File: src/rtl/tbx_pkg.sv
package tbx_pkg;
  typedef enum logic [1:0] {
    UPD_HOLD     = 2'd0,
    UPD_POST_INC = 2'd1,
    UPD_POST_DEC = 2'd2,
    UPD_PRE_INC  = 2'd3
  } upd_mode_e;

  typedef enum logic [1:0] {
    SEL_LO    = 2'd0,
    SEL_HI    = 2'd1,
    SEL_UP    = 2'd2,
    SEL_LATCH = 2'd3
  } sfr_sel_e;

  typedef enum logic [1:0] {
    ST_IDLE  = 2'd0,
    ST_ISSUE = 2'd1,
    ST_WAIT  = 2'd2
  } rd_state_e;
endpackage

File: src/rtl/tbx_step.sv
module tbx_step
  import tbx_pkg::*;
#(
  parameter int PTR_W = 22
) (
  input  logic [PTR_W-1:0] ptr_i,
  input  upd_mode_e        mode_i,
  output logic [PTR_W-1:0] acc_addr_o,
  output logic [PTR_W-1:0] next_ptr_o
);
  localparam int LOW_W = PTR_W - 1;

  logic [LOW_W-1:0] lo_inc;
  logic [LOW_W-1:0] lo_dec;

  // bit 21 is never carried into: the low field wraps on its own
  assign lo_inc = ptr_i[LOW_W-1:0] + {{(LOW_W-1){1'b0}}, 1'b1};
  assign lo_dec = ptr_i[LOW_W-1:0] - {{(LOW_W-1){1'b0}}, 1'b1};

  always_comb begin
    acc_addr_o = ptr_i;
    next_ptr_o = ptr_i;
    case (mode_i)
      UPD_HOLD:     next_ptr_o = ptr_i;
      UPD_POST_INC: next_ptr_o = {ptr_i[PTR_W-1], lo_inc};
      UPD_POST_DEC: next_ptr_o = {ptr_i[PTR_W-1], lo_dec};
      UPD_PRE_INC: begin
        next_ptr_o = {ptr_i[PTR_W-1], lo_inc};
        acc_addr_o = {ptr_i[PTR_W-1], lo_inc};
      end
      default:      next_ptr_o = ptr_i;
    endcase
  end
endmodule

File: src/rtl/tbx_ptr.sv
module tbx_ptr
  import tbx_pkg::*;
#(
  parameter int PTR_W  = 22,
  parameter int BYTE_W = 8
) (
  input  logic              clk,
  input  logic              rst_n,
  input  logic              ld_en,
  input  sfr_sel_e          ld_sel,
  input  logic [BYTE_W-1:0] ld_byte,
  input  logic              upd_en,
  input  logic [PTR_W-1:0]  upd_val,
  output logic [PTR_W-1:0]  ptr_o
);
  localparam int UP_W = PTR_W - 2 * BYTE_W;

  always_ff @(posedge clk) begin
    if (!rst_n) begin
      ptr_o <= '0;
    end else if (upd_en) begin
      ptr_o <= upd_val;
    end else if (ld_en) begin
      case (ld_sel)
        SEL_LO:  ptr_o[BYTE_W-1:0]          <= ld_byte;
        SEL_HI:  ptr_o[2*BYTE_W-1:BYTE_W]   <= ld_byte;
        SEL_UP:  ptr_o[PTR_W-1:2*BYTE_W]    <= ld_byte[UP_W-1:0];
        default: ptr_o                      <= ptr_o;
      endcase
    end
  end
endmodule

File: src/rtl/tbx_hold.sv
module tbx_hold #(
  parameter int N = 8,
  parameter int W = 8
) (
  input  logic                 clk,
  input  logic                 rst_n,
  input  logic                 wr_en,
  input  logic [$clog2(N)-1:0] wr_idx,
  input  logic [W-1:0]         wr_data,
  output logic [N*W-1:0]       bytes_o
);
  localparam int IDX_W = $clog2(N);

  for (genvar g = 0; g < N; g++) begin : g_slot
    logic [W-1:0] slot_q;
    always_ff @(posedge clk) begin
      if (!rst_n) begin
        slot_q <= '0;
      end else if (wr_en && (wr_idx == IDX_W'(g))) begin
        slot_q <= wr_data;
      end
    end
    assign bytes_o[g*W +: W] = slot_q;
  end
endmodule

File: src/rtl/tbx_unit.sv
module tbx_unit
  import tbx_pkg::*;
#(
  parameter int PTR_W       = 22,
  parameter int DATA_W      = 8,
  parameter int HOLD_N      = 8,
  parameter int ERASE_BYTES = 64,
  localparam int HOLD_IDX_W = $clog2(HOLD_N),
  localparam int ERASE_LSB  = $clog2(ERASE_BYTES),
  localparam int LW_AW      = PTR_W - HOLD_IDX_W,
  localparam int ER_AW      = PTR_W - ERASE_LSB
) (
  input  logic                     clk,
  input  logic                     rst_n,
  input  logic                     sfr_wr_en,
  input  logic [1:0]               sfr_sel,
  input  logic [DATA_W-1:0]        sfr_wdata,
  input  logic                     cmd_valid,
  input  logic                     cmd_op,
  input  logic [1:0]               cmd_mode,
  input  logic                     lw_start,
  input  logic                     erase_start,
  input  logic [DATA_W-1:0]        mem_rdata,
  output logic [PTR_W-1:0]         ptr_o,
  output logic [DATA_W-1:0]        latch_o,
  output logic                     busy,
  output logic                     done,
  output logic                     mem_rd_en,
  output logic [PTR_W-1:0]         mem_addr,
  output logic                     lw_strobe,
  output logic [LW_AW-1:0]         lw_addr,
  output logic [HOLD_N*DATA_W-1:0] lw_data,
  output logic                     erase_strobe,
  output logic [ER_AW-1:0]         erase_addr
);
  rd_state_e         st_q;
  logic [PTR_W-1:0]  rd_addr_q;
  logic [PTR_W-1:0]  rd_next_q;
  logic [DATA_W-1:0] latch_q;
  logic              done_q;
  logic              lw_stb_q;
  logic [LW_AW-1:0]  lw_addr_q;
  logic              er_stb_q;
  logic [ER_AW-1:0]  er_addr_q;

  logic              accept;
  logic              acc_rd;
  logic              acc_wr;
  logic              sfr_ok;
  logic              rd_finish;
  logic [PTR_W-1:0]  acc_addr;
  logic [PTR_W-1:0]  next_ptr;
  logic              ptr_upd_en;
  logic [PTR_W-1:0]  ptr_upd_val;

  assign busy      = (st_q != ST_IDLE);
  assign accept    = cmd_valid && !busy;
  assign acc_rd    = accept && !cmd_op;
  assign acc_wr    = accept && cmd_op;
  assign sfr_ok    = sfr_wr_en && !busy && !accept;
  assign rd_finish = (st_q == ST_WAIT);

  tbx_step #(.PTR_W(PTR_W)) u_step (
    .ptr_i      (ptr_o),
    .mode_i     (upd_mode_e'(cmd_mode)),
    .acc_addr_o (acc_addr),
    .next_ptr_o (next_ptr)
  );

  // a read stores its pointer update when the byte lands; a write stores at once
  assign ptr_upd_en  = acc_wr || rd_finish;
  assign ptr_upd_val = rd_finish ? rd_next_q : next_ptr;

  tbx_ptr #(.PTR_W(PTR_W), .BYTE_W(DATA_W)) u_ptr (
    .clk     (clk),
    .rst_n   (rst_n),
    .ld_en   (sfr_ok && (sfr_sel_e'(sfr_sel) != SEL_LATCH)),
    .ld_sel  (sfr_sel_e'(sfr_sel)),
    .ld_byte (sfr_wdata),
    .upd_en  (ptr_upd_en),
    .upd_val (ptr_upd_val),
    .ptr_o   (ptr_o)
  );

  tbx_hold #(.N(HOLD_N), .W(DATA_W)) u_hold (
    .clk     (clk),
    .rst_n   (rst_n),
    .wr_en   (acc_wr),
    .wr_idx  (acc_addr[HOLD_IDX_W-1:0]),
    .wr_data (latch_q),
    .bytes_o (lw_data)
  );

  always_ff @(posedge clk) begin
    if (!rst_n) begin
      st_q      <= ST_IDLE;
      rd_addr_q <= '0;
      rd_next_q <= '0;
    end else begin
      case (st_q)
        ST_IDLE: if (acc_rd) begin
          rd_addr_q <= acc_addr;
          rd_next_q <= next_ptr;
          st_q      <= ST_ISSUE;
        end
        ST_ISSUE: st_q <= ST_WAIT;
        ST_WAIT:  st_q <= ST_IDLE;
        default:  st_q <= ST_IDLE;
      endcase
    end
  end

  always_ff @(posedge clk) begin
    if (!rst_n) begin
      latch_q <= '0;
      done_q  <= 1'b0;
    end else begin
      done_q <= acc_wr || rd_finish;
      if (rd_finish) begin
        latch_q <= mem_rdata;
      end else if (sfr_ok && (sfr_sel_e'(sfr_sel) == SEL_LATCH)) begin
        latch_q <= sfr_wdata;
      end
    end
  end

  always_ff @(posedge clk) begin
    if (!rst_n) begin
      lw_stb_q  <= 1'b0;
      lw_addr_q <= '0;
      er_stb_q  <= 1'b0;
      er_addr_q <= '0;
    end else begin
      lw_stb_q <= lw_start && !busy;
      er_stb_q <= erase_start && !busy;
      if (lw_start && !busy) lw_addr_q <= ptr_o[PTR_W-1:HOLD_IDX_W];
      if (erase_start && !busy) er_addr_q <= ptr_o[PTR_W-1:ERASE_LSB];
    end
  end

  assign latch_o      = latch_q;
  assign done         = done_q;
  assign mem_rd_en    = (st_q == ST_ISSUE);
  assign mem_addr     = rd_addr_q;
  assign lw_strobe    = lw_stb_q;
  assign lw_addr      = lw_addr_q;
  assign erase_strobe = er_stb_q;
  assign erase_addr   = er_addr_q;
endmodule

File: config.mk
export PLATFORM = sky130hd
export DESIGN_NAME = tbx_unit
export DESIGN_NICKNAME = d
export VERILOG_FILES = /design/src/rtl/tbx_pkg.sv /design/src/rtl/tbx_step.sv /design/src/rtl/tbx_ptr.sv /design/src/rtl/tbx_hold.sv /design/src/rtl/tbx_unit.sv
export SDC_FILE = /design/constraint.sdc
export NUM_CORES = 1
export LEC_CHECK = 0
export CAP_MARGIN = 20
export CORE_MARGIN = 4
export CORE_UTILIZATION = 60
export DETAILED_ROUTE_END_ITERATION = 8
export DONT_BUFFER_PORTS = 1
export PLACE_DENSITY = 0.76
export SETUP_SLACK_MARGIN = 0.2
export SLEW_MARGIN = 0
export SYNTH_ARGS = -nofsm -noshare
export SYNTH_HDL_FRONTEND = slang
export SYNTH_HIERARCHICAL = 1
export SYNTH_SLANG_ARGS = --single-unit
File: constraint.sdc
create_clock -name clk -period 3.2 [get_ports clk]
set_input_delay 0.64 -clock clk [delete_from_list [all_inputs] [get_ports clk]]
set_output_delay 0.64 -clock clk [all_outputs]
set_load 0.05 [all_outputs]
# Word level (Yosys, flattened, before mapping)

Index checks and enable logic that the tools add are counted.

Register bits after elaboration: 178
Input bits: 27
Output and inout port bits: 156
Logic and storage cells: 87

Add/sub/neg operators: 2
Equality and inequality tests: 17
Mux-type cells: 12
Reduce and logical (&&, ||, !) cells: 36

Operators by type and width:

| cell                                                                   | number |
|---|---|
| 22-bit 2-to-1 mux                                                      | 3 |
| 22-bit one-hot mux with 3 select lines                                 | 1 |
| 8-bit 2-to-1 mux                                                       | 4 |
| 21-bit by 1-bit adder with 21-bit output (second input constant)       | 1 |
| 21-bit 2-to-1 mux                                                      | 1 |
| 21-bit by 1-bit subtractor with 21-bit output (second input constant)  | 1 |
| 1-bit logical AND                                                      | 17 |
| 3-bit equality test (second input constant)                            | 4 |
| 2-bit nonzero test                                                     | 6 |
| 2-bit equality test (second input constant)                            | 5 |
| 2-bit AND reduction                                                    | 4 |
| 2-bit by 1-bit equality test with 1-bit output (second input constant) | 3 |
| 3-bit by 2-bit equality test with 1-bit output (second input constant) | 2 |
| 2-bit logical NOT                                                      | 3 |
| 6-bit 2-to-1 mux                                                       | 1 |
| 2-bit != test (second input constant)                                  | 2 |
| 2-bit one-hot mux with 2 select lines                                  | 1 |
| 3-bit by 1-bit equality test with 1-bit output (second input constant) | 1 |
| 1-bit logical NOT                                                      | 3 |
| 3-bit logical NOT                                                      | 1 |
| 2-bit 2-to-1 mux                                                       | 1 |
| 2-bit OR reduction                                                     | 1 |
| 1-bit logical OR                                                       | 1 |

# Longest topological paths before layout

Gate-level depths: netlist of the first run.

Depth in word-level cells: 8
Gate-level depth with buffers: 11
Depth with buffers taken out: 10

# Hierarchy

Netlist of the first run, hierarchy kept.

By module, submodules not included:

| module   | times used | cells an instance | area each (µm²) | seq. area each (µm²) |
|---|---|---|---|---|
| tbx_unit | 1          | 486               | 3,691.0         | 1,841.8 |
| tbx_hold | 1          | 223               | 2,348.5         | 1,281.2 |
| tbx_step | 1          | 157               | 1,033.5         | 0.0 |
| tbx_ptr  | 1          | 117               | 955.9           | 440.4 |

# Least setup slack after synthesis of the first run

OpenSTA, ideal clock, no wires.

Path kind: reg2reg
Start point: register u_ptr.ptr_o[0]
End point: register u_hold.g_slot[0].slot_q[7]
Library setup time: 126 ps
Data arrival time: 2,406 ps
Required time: 3,074 ps
Setup slack: 668 ps
Cell stages (with the launch flop): 8
Path buffers: 2
Clock period less this slack: 2,532 ps
Cells stage by stage: dfxtp_1 -> clkbuf_1 -> inv_1 -> ha_1 -> mux2_2 -> or4b_1 -> buf_6 -> mux2i_1

Cells in the longest elaborated chain, start to end: 4

RTL lines:

| element                                  | line           | text |
|---|---|---|
| start, declared                          | tbx_ptr.sv:14  | `output logic [PTR_W-1:0] ptr_o` |
| start signal, assigned                   | tbx_ptr.sv:22  | `ptr_o <= upd_val;` |
| start signal, assigned by index          | tbx_ptr.sv:25  | `SEL_LO: ptr_o[BYTE_W-1:0] <= ld_byte;` |
| start signal, assigned by index          | tbx_ptr.sv:26  | `SEL_HI: ptr_o[2*BYTE_W-1:BYTE_W] <= ld_byte;` |
| 21-bit by 1-bit adder with 21-bit output | tbx_step.sv:17 | `assign lo_inc = ptr_i[LOW_W-1:0] + {{(LOW_W-1){1'b0}}, 1'b1};` |
| 21-bit 2-to-1 mux                        | tbx_step.sv:23 | `case (mode_i)` |
| via acc_addr[1]                          | tbx_unit.sv:51 | `logic [PTR_W-1:0] acc_addr;` |
| 3-bit logical NOT                        | tbx_hold.sv:19 | `end else if (wr_en && (wr_idx == IDX_W'(g))) begin` |
| 1-bit logical AND                        | tbx_hold.sv:19 |  |
| end signal, assigned                     | tbx_hold.sv:20 | `slot_q <= wr_data;` |
| end, declared                            | tbx_hold.sv:15 | `logic [W-1:0] slot_q;` |

The timed path passes the listed nets, and every way through them passes these cells.
A chain may end at the register's enable or synchronous reset.

# Final worst setup path of the first run

Start point: register u_ptr.ptr_o[0]
End point: register u_hold.g_slot[4].slot_q[4]

Cells in the longest elaborated chain, start to end: 4

RTL lines:

| element                                  | line |
|---|---|
| 21-bit by 1-bit adder with 21-bit output | tbx_step.sv:17 |
| 21-bit 2-to-1 mux                        | tbx_step.sv:23 |
| via acc_addr[2]                          | tbx_unit.sv:51 |
| 3-bit equality test                      | tbx_hold.sv:19 |
| 1-bit logical AND                        | tbx_hold.sv:19 |
| end signal, assigned                     | tbx_hold.sv:20 |
| end, declared                            | tbx_hold.sv:15 |

The timed path passes the listed nets, and every way through them passes these cells.

==> impl_metrics.toml, run 1 <==
[route]
met3_length_um = 2410
first_pass_iters = 5
drc_errors = 0
drt_iter0_markers = 766
dr.max_layer_used = "met4"
wl_met2_um = 9730
routed_wl_um = 22400
num_vias = 6824
met1_length_um = 9920
ant_nets = 0
routedWlPerCell_um = 19.6
viasPerCell = 5.95

[synth]
synth_top_cell_by_area = "dfxtp_1"
yosys_warnings = 6
synth_area_leaders = "dfxtp_1 (44%), nand2_1 (15%), mux2i_1 (9.1%)"
syn_area_um2 = 8030
ys.flop_type = "dfxtp_1"
yosys.area.top_type_share_pct = 44.4
synth.avg_cell_area_um2 = 8.17
syn_inst = 983
async_flop_share_pct = 0
ys_seq_area_share_pct = 44.4
yosys_register_bits = 178
synth_edf_count = 0
synth_nets = 1012
synth.distinct_cells = 53

[setup_path]
ff2ff_path_depth = 5
start_kind = "flip-flop"
crit_arrival_ns = 2.88
end_kind = "flip-flop"
slowest_delay_ns = 0.65
required_ns = 3.55
critical-path-slowest-cell = "nand4bb_1"
reg2reg_to = "u_hold/g_slot[4].slot_q[4]$_SDFFE_PN0P_"
path_delay_family = "simple AND/OR/NAND/NOR gates"
r2r_slack_ns = 0.67
cp_cell_sequence = "ha_1 > nand3_1 > xnor2_1 > nand4bb_1 > mux2i_1"
cp_num_buf_inv = 0
timing.rr.start = "u_ptr/ptr_o[0]$_SDFFE_PN0P_"
crit_type = "reg2reg"
crit_fanout = 9

[clock_network]
tritoncts = "built"
clock_tree.root_cell = "clkbuf_16"
post_cts_buffers = 0
cts_buffers = 17
hold_buffers = 0
clk_pin_slew_ns = 0.07
cts_resized = 0
h-tree-depth = 4
clkSinkCount = 178
clock_path_buffers = 2
clk_latency_ns = 0.43

[pwr]
power.leakage_nw = 3.44
peakVddDrop_mv = 0.395
powerDensity_nw_per_um2 = 582

[timing]
report.final.slew_viol_count = 0
post-route-period-util_pct = 79.2
setup_tns_ns = 0
hold_viol = 0
tightest_slew_ns = 1.03
finClkSkew_ns = 0.00740
whs_ns = 0.356
max-slew-margin-rel_pct = 31.6
rsz0062_at_grt = "false"
period_needed_ns = 2.53
setup_viol = 0
clock.fmax_ghz = 0.395

[floorplan]
core_area_um2 = 13200
die-area_um2 = 15300
io_pins = 183
die_height_um = 124
initial_core_util_pct = 60.9
die_width_um = 124
fp-row-count = 42

[cells_and_area]
diodes = 0
layout_commonest_cell = "nand2_1"
mostFrequentLayoutCells = "nand2_1 (320), dfxtp_1 (178), a21oi_1 (107)"
areaGrowthSynthToFinish_pct = 7.93
drive_gt1_share_pct = 9.27
nNetsFinal = 989

[min_path]
hold_depth = 2
hp-class = "in2reg"
whs_endpoint = "u_ptr/ptr_o[20]$_SDFFE_PN0P_"
hold_path.startpoint = "rst_n"

[grt]
grt_use_total_pct = 28.7
grt_max_degree = 105
antenna_found_initial = 0
overflow = 0
grt_pass1_wl_um = 34200
grt_pass1_vias = 6194

[placed_design]
dp_hpwl_um = 15300
place.gp.congestion = 0.901
port_buffers = 0

[job]
max-cap-violations = 0

[outcome]
status = "completed"
-- flip-flops by register name, summed over array words and instances (netlist names) --
| signal | cells |
|---|---|
| u_hold/g_slot.slot_q | 64 |
| mem_addr | 22 |
| rd_next_q | 22 |
| u_ptr/ptr_o | 22 |
| lw_addr | 19 |
| erase_addr | 16 |
| latch_o | 8 |
| st_q | 2 |
| done | 1 |
| erase_strobe | 1 |
| lw_strobe | 1 |
-- worst max-delay path by stage --
stage                                      from                                      end  slack, ns  cells after the start
global route        u_ptr/ptr_o[4]$_SDFFE_PN0P_             u_ptr/ptr_o[13]$_SDFFE_PN0P_       0.42                      9
detailed placement                  cmd_mode[0]             u_ptr/ptr_o[11]$_SDFFE_PN0P_       0.72                      8
finish              u_ptr/ptr_o[0]$_SDFFE_PN0P_  u_hold/g_slot[4].slot_q[4]$_SDFFE_PN0P_       0.67                      5
global placement                    cmd_mode[0]             u_ptr/ptr_o[11]$_SDFFE_PN0P_       0.74                      8
floorplan           u_ptr/ptr_o[0]$_SDFFE_PN0P_  u_hold/g_slot[0].slot_q[7]$_SDFFE_PN0P_       0.67                      7
CTS                 u_ptr/ptr_o[0]$_SDFFE_PN0P_  u_hold/g_slot[4].slot_q[4]$_SDFFE_PN0P_       0.73                      5
-- worst reg2reg max path, cell delays in order (launching register included) --
cell       delay (ns)
dfxtp_1          0.44
ha_1             0.20
nand3_1          0.18
xnor2_1          0.63
nand4bb_1        0.65
mux2i_1          0.35
-- cell families (layout without fill, tap and decap cells) --
kind of cell,count (synthesis),after routing,share of synthesized area [%]
and+or+nand+nor,433,433,24.1
AOI/OAI and AO/OA,172,172,12.4
muxes,74,74,9.24
DFF,178,178,44.4
adders and majority gates,2,2,0.312
buffers and inverters,84,72,5.25
xor gates and xnor gates,40,40,4.36
-- layout make-up --
cell class	instances	area [um^2]
clock buffers	18	429
fillers	1132	4520
clock inverters	12	109
flip-flops and latches	178	3560
inverters	8	30.0
repair buffers	34	268
well taps	176	220
multi-input cells	721	4050
-- synth_stat cells, types with 5 or more instances --
cell	count
inv_1	6
a22oi_1	12
xnor2_1	28
buf_2	22
nor4_1	8
nor2_1	19
nor3_1	7
xor2_1	12
o21ai_0	25
a21oi_2	10
and3_1	5
buf_6	9
nand2_1	320
clkbuf_1	39
a21oi_1	107
dfxtp_1	178
a32oi_1	5
nand3_1	29
mux2i_1	73
o221ai_1	8
-- where the power goes --
group	leakage, nW	switching, mW	internal [mW]	total (mW)
Sequential	1.44	0.211	2.29	2.50
Clock	0.263	0.889	1.07	1.95
Combinational	1.73	0.397	0.192	0.589
Total	3.44	1.50	3.54	5.04
-- metal layers --
layer | vias up | global-route usage (%)
li1 | 3275 | -
met2 | 319 | 43.1
met5 | - | 0
met4 | 0 | 9.07
met1 | 3198 | 39.8
met3 | 32 | 8.58
-- stage by stage --
step           utilization [%]  area [um^2]  total power, mW  cells  setup WS, ns
2_1_floorplan                -         8030             3.00    983         0.668
6_report                  65.7         8670             5.04   1147         0.667
3_3_place_gp              61.6         8130             3.11   1117         0.742
4_1_cts                   65.7         8670             5.04   1147         0.731
5_1_grt                   65.7         8670             5.22   1147         0.425
3_5_place_dp              61.6         8130             3.12   1117         0.724
No activity file was read; power rests on OpenSTA's default activity.
==> run 2: changes to the inputs <==
Clock period 3.2 ns to 2.4 ns, I/O delays scaled along.
==> run 2 against run 1 <==
Against the previous run:
- fmax rose by 18%
- routed wire length grew 5.4%
- critical path type unchanged
- highest routed layer unchanged
- power increased by 40%
- register-to-register slack got worse by 0.41 ns
- largest cell class unchanged
- sequential share of layout area fell by 1.6 points
- die area is the same
- critical path depth grew 4
- clock power rose by 47%
==> impl_metrics.toml, run 2 (synthesized netlist as in run 1, its figures left out) <==
[floorplan]
die_height_um = 124
fp-row-count = 42
core_area_um2 = 13200
die_width_um = 124
die-area_um2 = 15300
io_pins = 183
initial_core_util_pct = 60.9

[setup_path]
required_ns = 2.71
critical_path.most_common_cell = "nand2_1"
crit_type = "reg2reg"
cp_num_buf_inv = 1
cp_cell_sequence = "or4_4 > nor4_2 > buf_4 > mux2i_1 > xnor2_1 > nand2_1 > nand2_1 > o21ai_0 > a21oi_1"
crit_arrival_ns = 2.45
critical-path-slowest-cell = "or4_4"
slowest_delay_ns = 0.57
start_kind = "flip-flop"
r2r_slack_ns = 0.25
crit_fanout = 5
ff2ff_path_depth = 9
path_delay_family = "simple AND/OR/NAND/NOR gates"
reg2reg_to = "u_ptr/ptr_o[13]$_SDFFE_PN0P_"
timing.rr.start = "u_ptr/ptr_o[7]$_SDFFE_PN0P_"
end_kind = "flip-flop"

[timing]
report.final.slew_viol_count = 0
hold_viol = 0
period_needed_ns = 2.15
setup_viol = 0
finClkSkew_ns = 0.00806
max-slew-margin-rel_pct = 49.9
rsz0062_at_grt = "true"
setup_tns_ns = 0
post-route-period-util_pct = 89.4
clock.fmax_ghz = 0.466
tightest_slew_ns = 0.751

[clock_network]
clk_latency_ns = 0.43
clock_path_buffers = 2
tritoncts = "built"
h-tree-depth = 4
cts_buffers = 17
clk_pin_slew_ns = 0.06
clock_tree.root_cell = "clkbuf_16"
clkSinkCount = 178

[pwr]
power.total_mw = 7.04
peakVddDrop_mv = 0.499
powerDensity_nw_per_um2 = 776
power.leakage_nw = 3.68

[grt]
grt_pass1_vias = 6346
grt_max_degree = 105
grt_pass1_wl_um = 35400
grt_use_total_pct = 29.8
overflow = 0
antenna_found_initial = 0

[cells_and_area]
final_cells = 1173
areaGrowthSynthToFinish_pct = 13.0
largest_register = "u_hold/g_slot.slot_q"
drive_gt1_share_pct = 14.0
mostFrequentLayoutCells = "nand2_1 (320), dfxtp_1 (167), a21oi_1 (107)"
layout_commonest_cell = "nand2_1"
nFillCells = 1040
fin_area_um2 = 9070
largest_reg_flops = 64
diodes = 0
nNetsFinal = 1014

[route]
routed_wl_um = 23700
num_vias = 7027
drt_iter0_markers = 785
viasPerCell = 5.99
routedWlPerCell_um = 20.2
drc_errors = 0
first_pass_iters = 6
ant_nets = 0

[min_path]
whs_endpoint = "u_ptr/ptr_o[0]$_SDFFE_PN0P_"
hold_path.startpoint = "rst_n"
hp-class = "in2reg"
hold_depth = 2

[outcome]
status = "completed"

[placed_design]
dp.cells = 1134
dpl_cell_area_um2 = 8330
place.gp.congestion = 0.923
dp_hpwl_um = 16100
port_buffers = 0

[job]
max-cap-violations = 0
run 2: changes by cell type in the layout (fill, tap and decap cells not counted), sizes merged:
cell,change
clkinvlp,-1
bufinv,+1
inv,-2
buf,+25
clkbuf,+4
clkinv,-1
run 2: area by class of cell:
| type | count | area [um^2] | share of cell area (%) |
|---|---|---|---|
| multi-input cells | 721 | 4160 | 45.9 |
| flip-flops and latches | 178 | 3590 | 39.6 |
| clock buffers | 22 | 495 | 5.46 |
| repair buffers | 59 | 455 | 5.02 |
| well taps | 176 | 220 | 2.43 |
| clock inverters | 9 | 118 | 1.30 |
| inverters | 8 | 33.8 | 0.372 |
run 2: routing by layer:
layer  GRT usage (%)  wire length (um)  vias to the layer above
met1            36.7              9230                     3287
met5               0                 0                        -
met2            48.9             11200                      369
met3            8.90              2520                       51
met4            11.9               698                        0
li1                -                 -                     3320
run 2: repair_timing:
action,CTS,global route
pin swaps,0,6
endpoints found under the setup margin,6,43
hold buffers,0,0
gates resized for setup,3,8
gates cloned,0,0
setup buffers,0,8
run 2: stage by stage:
step / hold slack [ns] / setup slack (ns) / util [%]
finish: 0.226 / 0.254 / 68.8
global route: 0.211 / 0.161 / 68.8
CTS: 0.183 / 0.176 / 67.9
detailed placement: 0.447 / 0.120 / 63.1
global placement: 0.443 / 0.145 / 63.1
floorplan: 0.437 / 0.154 / -
run 2: worst max-delay path by stage:
stage | startpoint | to | slack (ns) | cells after the start
2_1_floorplan | u_ptr/ptr_o[3]$_SDFFE_PN0P_ | u_ptr/ptr_o[11]$_SDFFE_PN0P_ | 0.15 | 10
3_5_place_dp | cmd_mode[0] | u_ptr/ptr_o[11]$_SDFFE_PN0P_ | 0.12 | 8
6_report | u_ptr/ptr_o[7]$_SDFFE_PN0P_ | u_ptr/ptr_o[13]$_SDFFE_PN0P_ | 0.25 | 9
5_1_grt | u_ptr/ptr_o[7]$_SDFFE_PN0P_ | u_ptr/ptr_o[15]$_SDFFE_PN0P_ | 0.16 | 9
4_1_cts | u_ptr/ptr_o[5]$_SDFFE_PN0P_ | u_ptr/ptr_o[15]$_SDFFE_PN0P_ | 0.18 | 9
3_3_place_gp | cmd_mode[0] | u_ptr/ptr_o[11]$_SDFFE_PN0P_ | 0.15 | 8
run 2: power breakdown:
| part | switching (mW) | total, mW | internal [mW] |
|---|---|---|---|
| clock network | 1.17 | 2.86 | 1.69 |
| logic | 0.598 | 0.888 | 0.290 |
| registers | 0.239 | 3.29 | 3.05 |
| total | 2.01 | 7.04 | 5.03 |
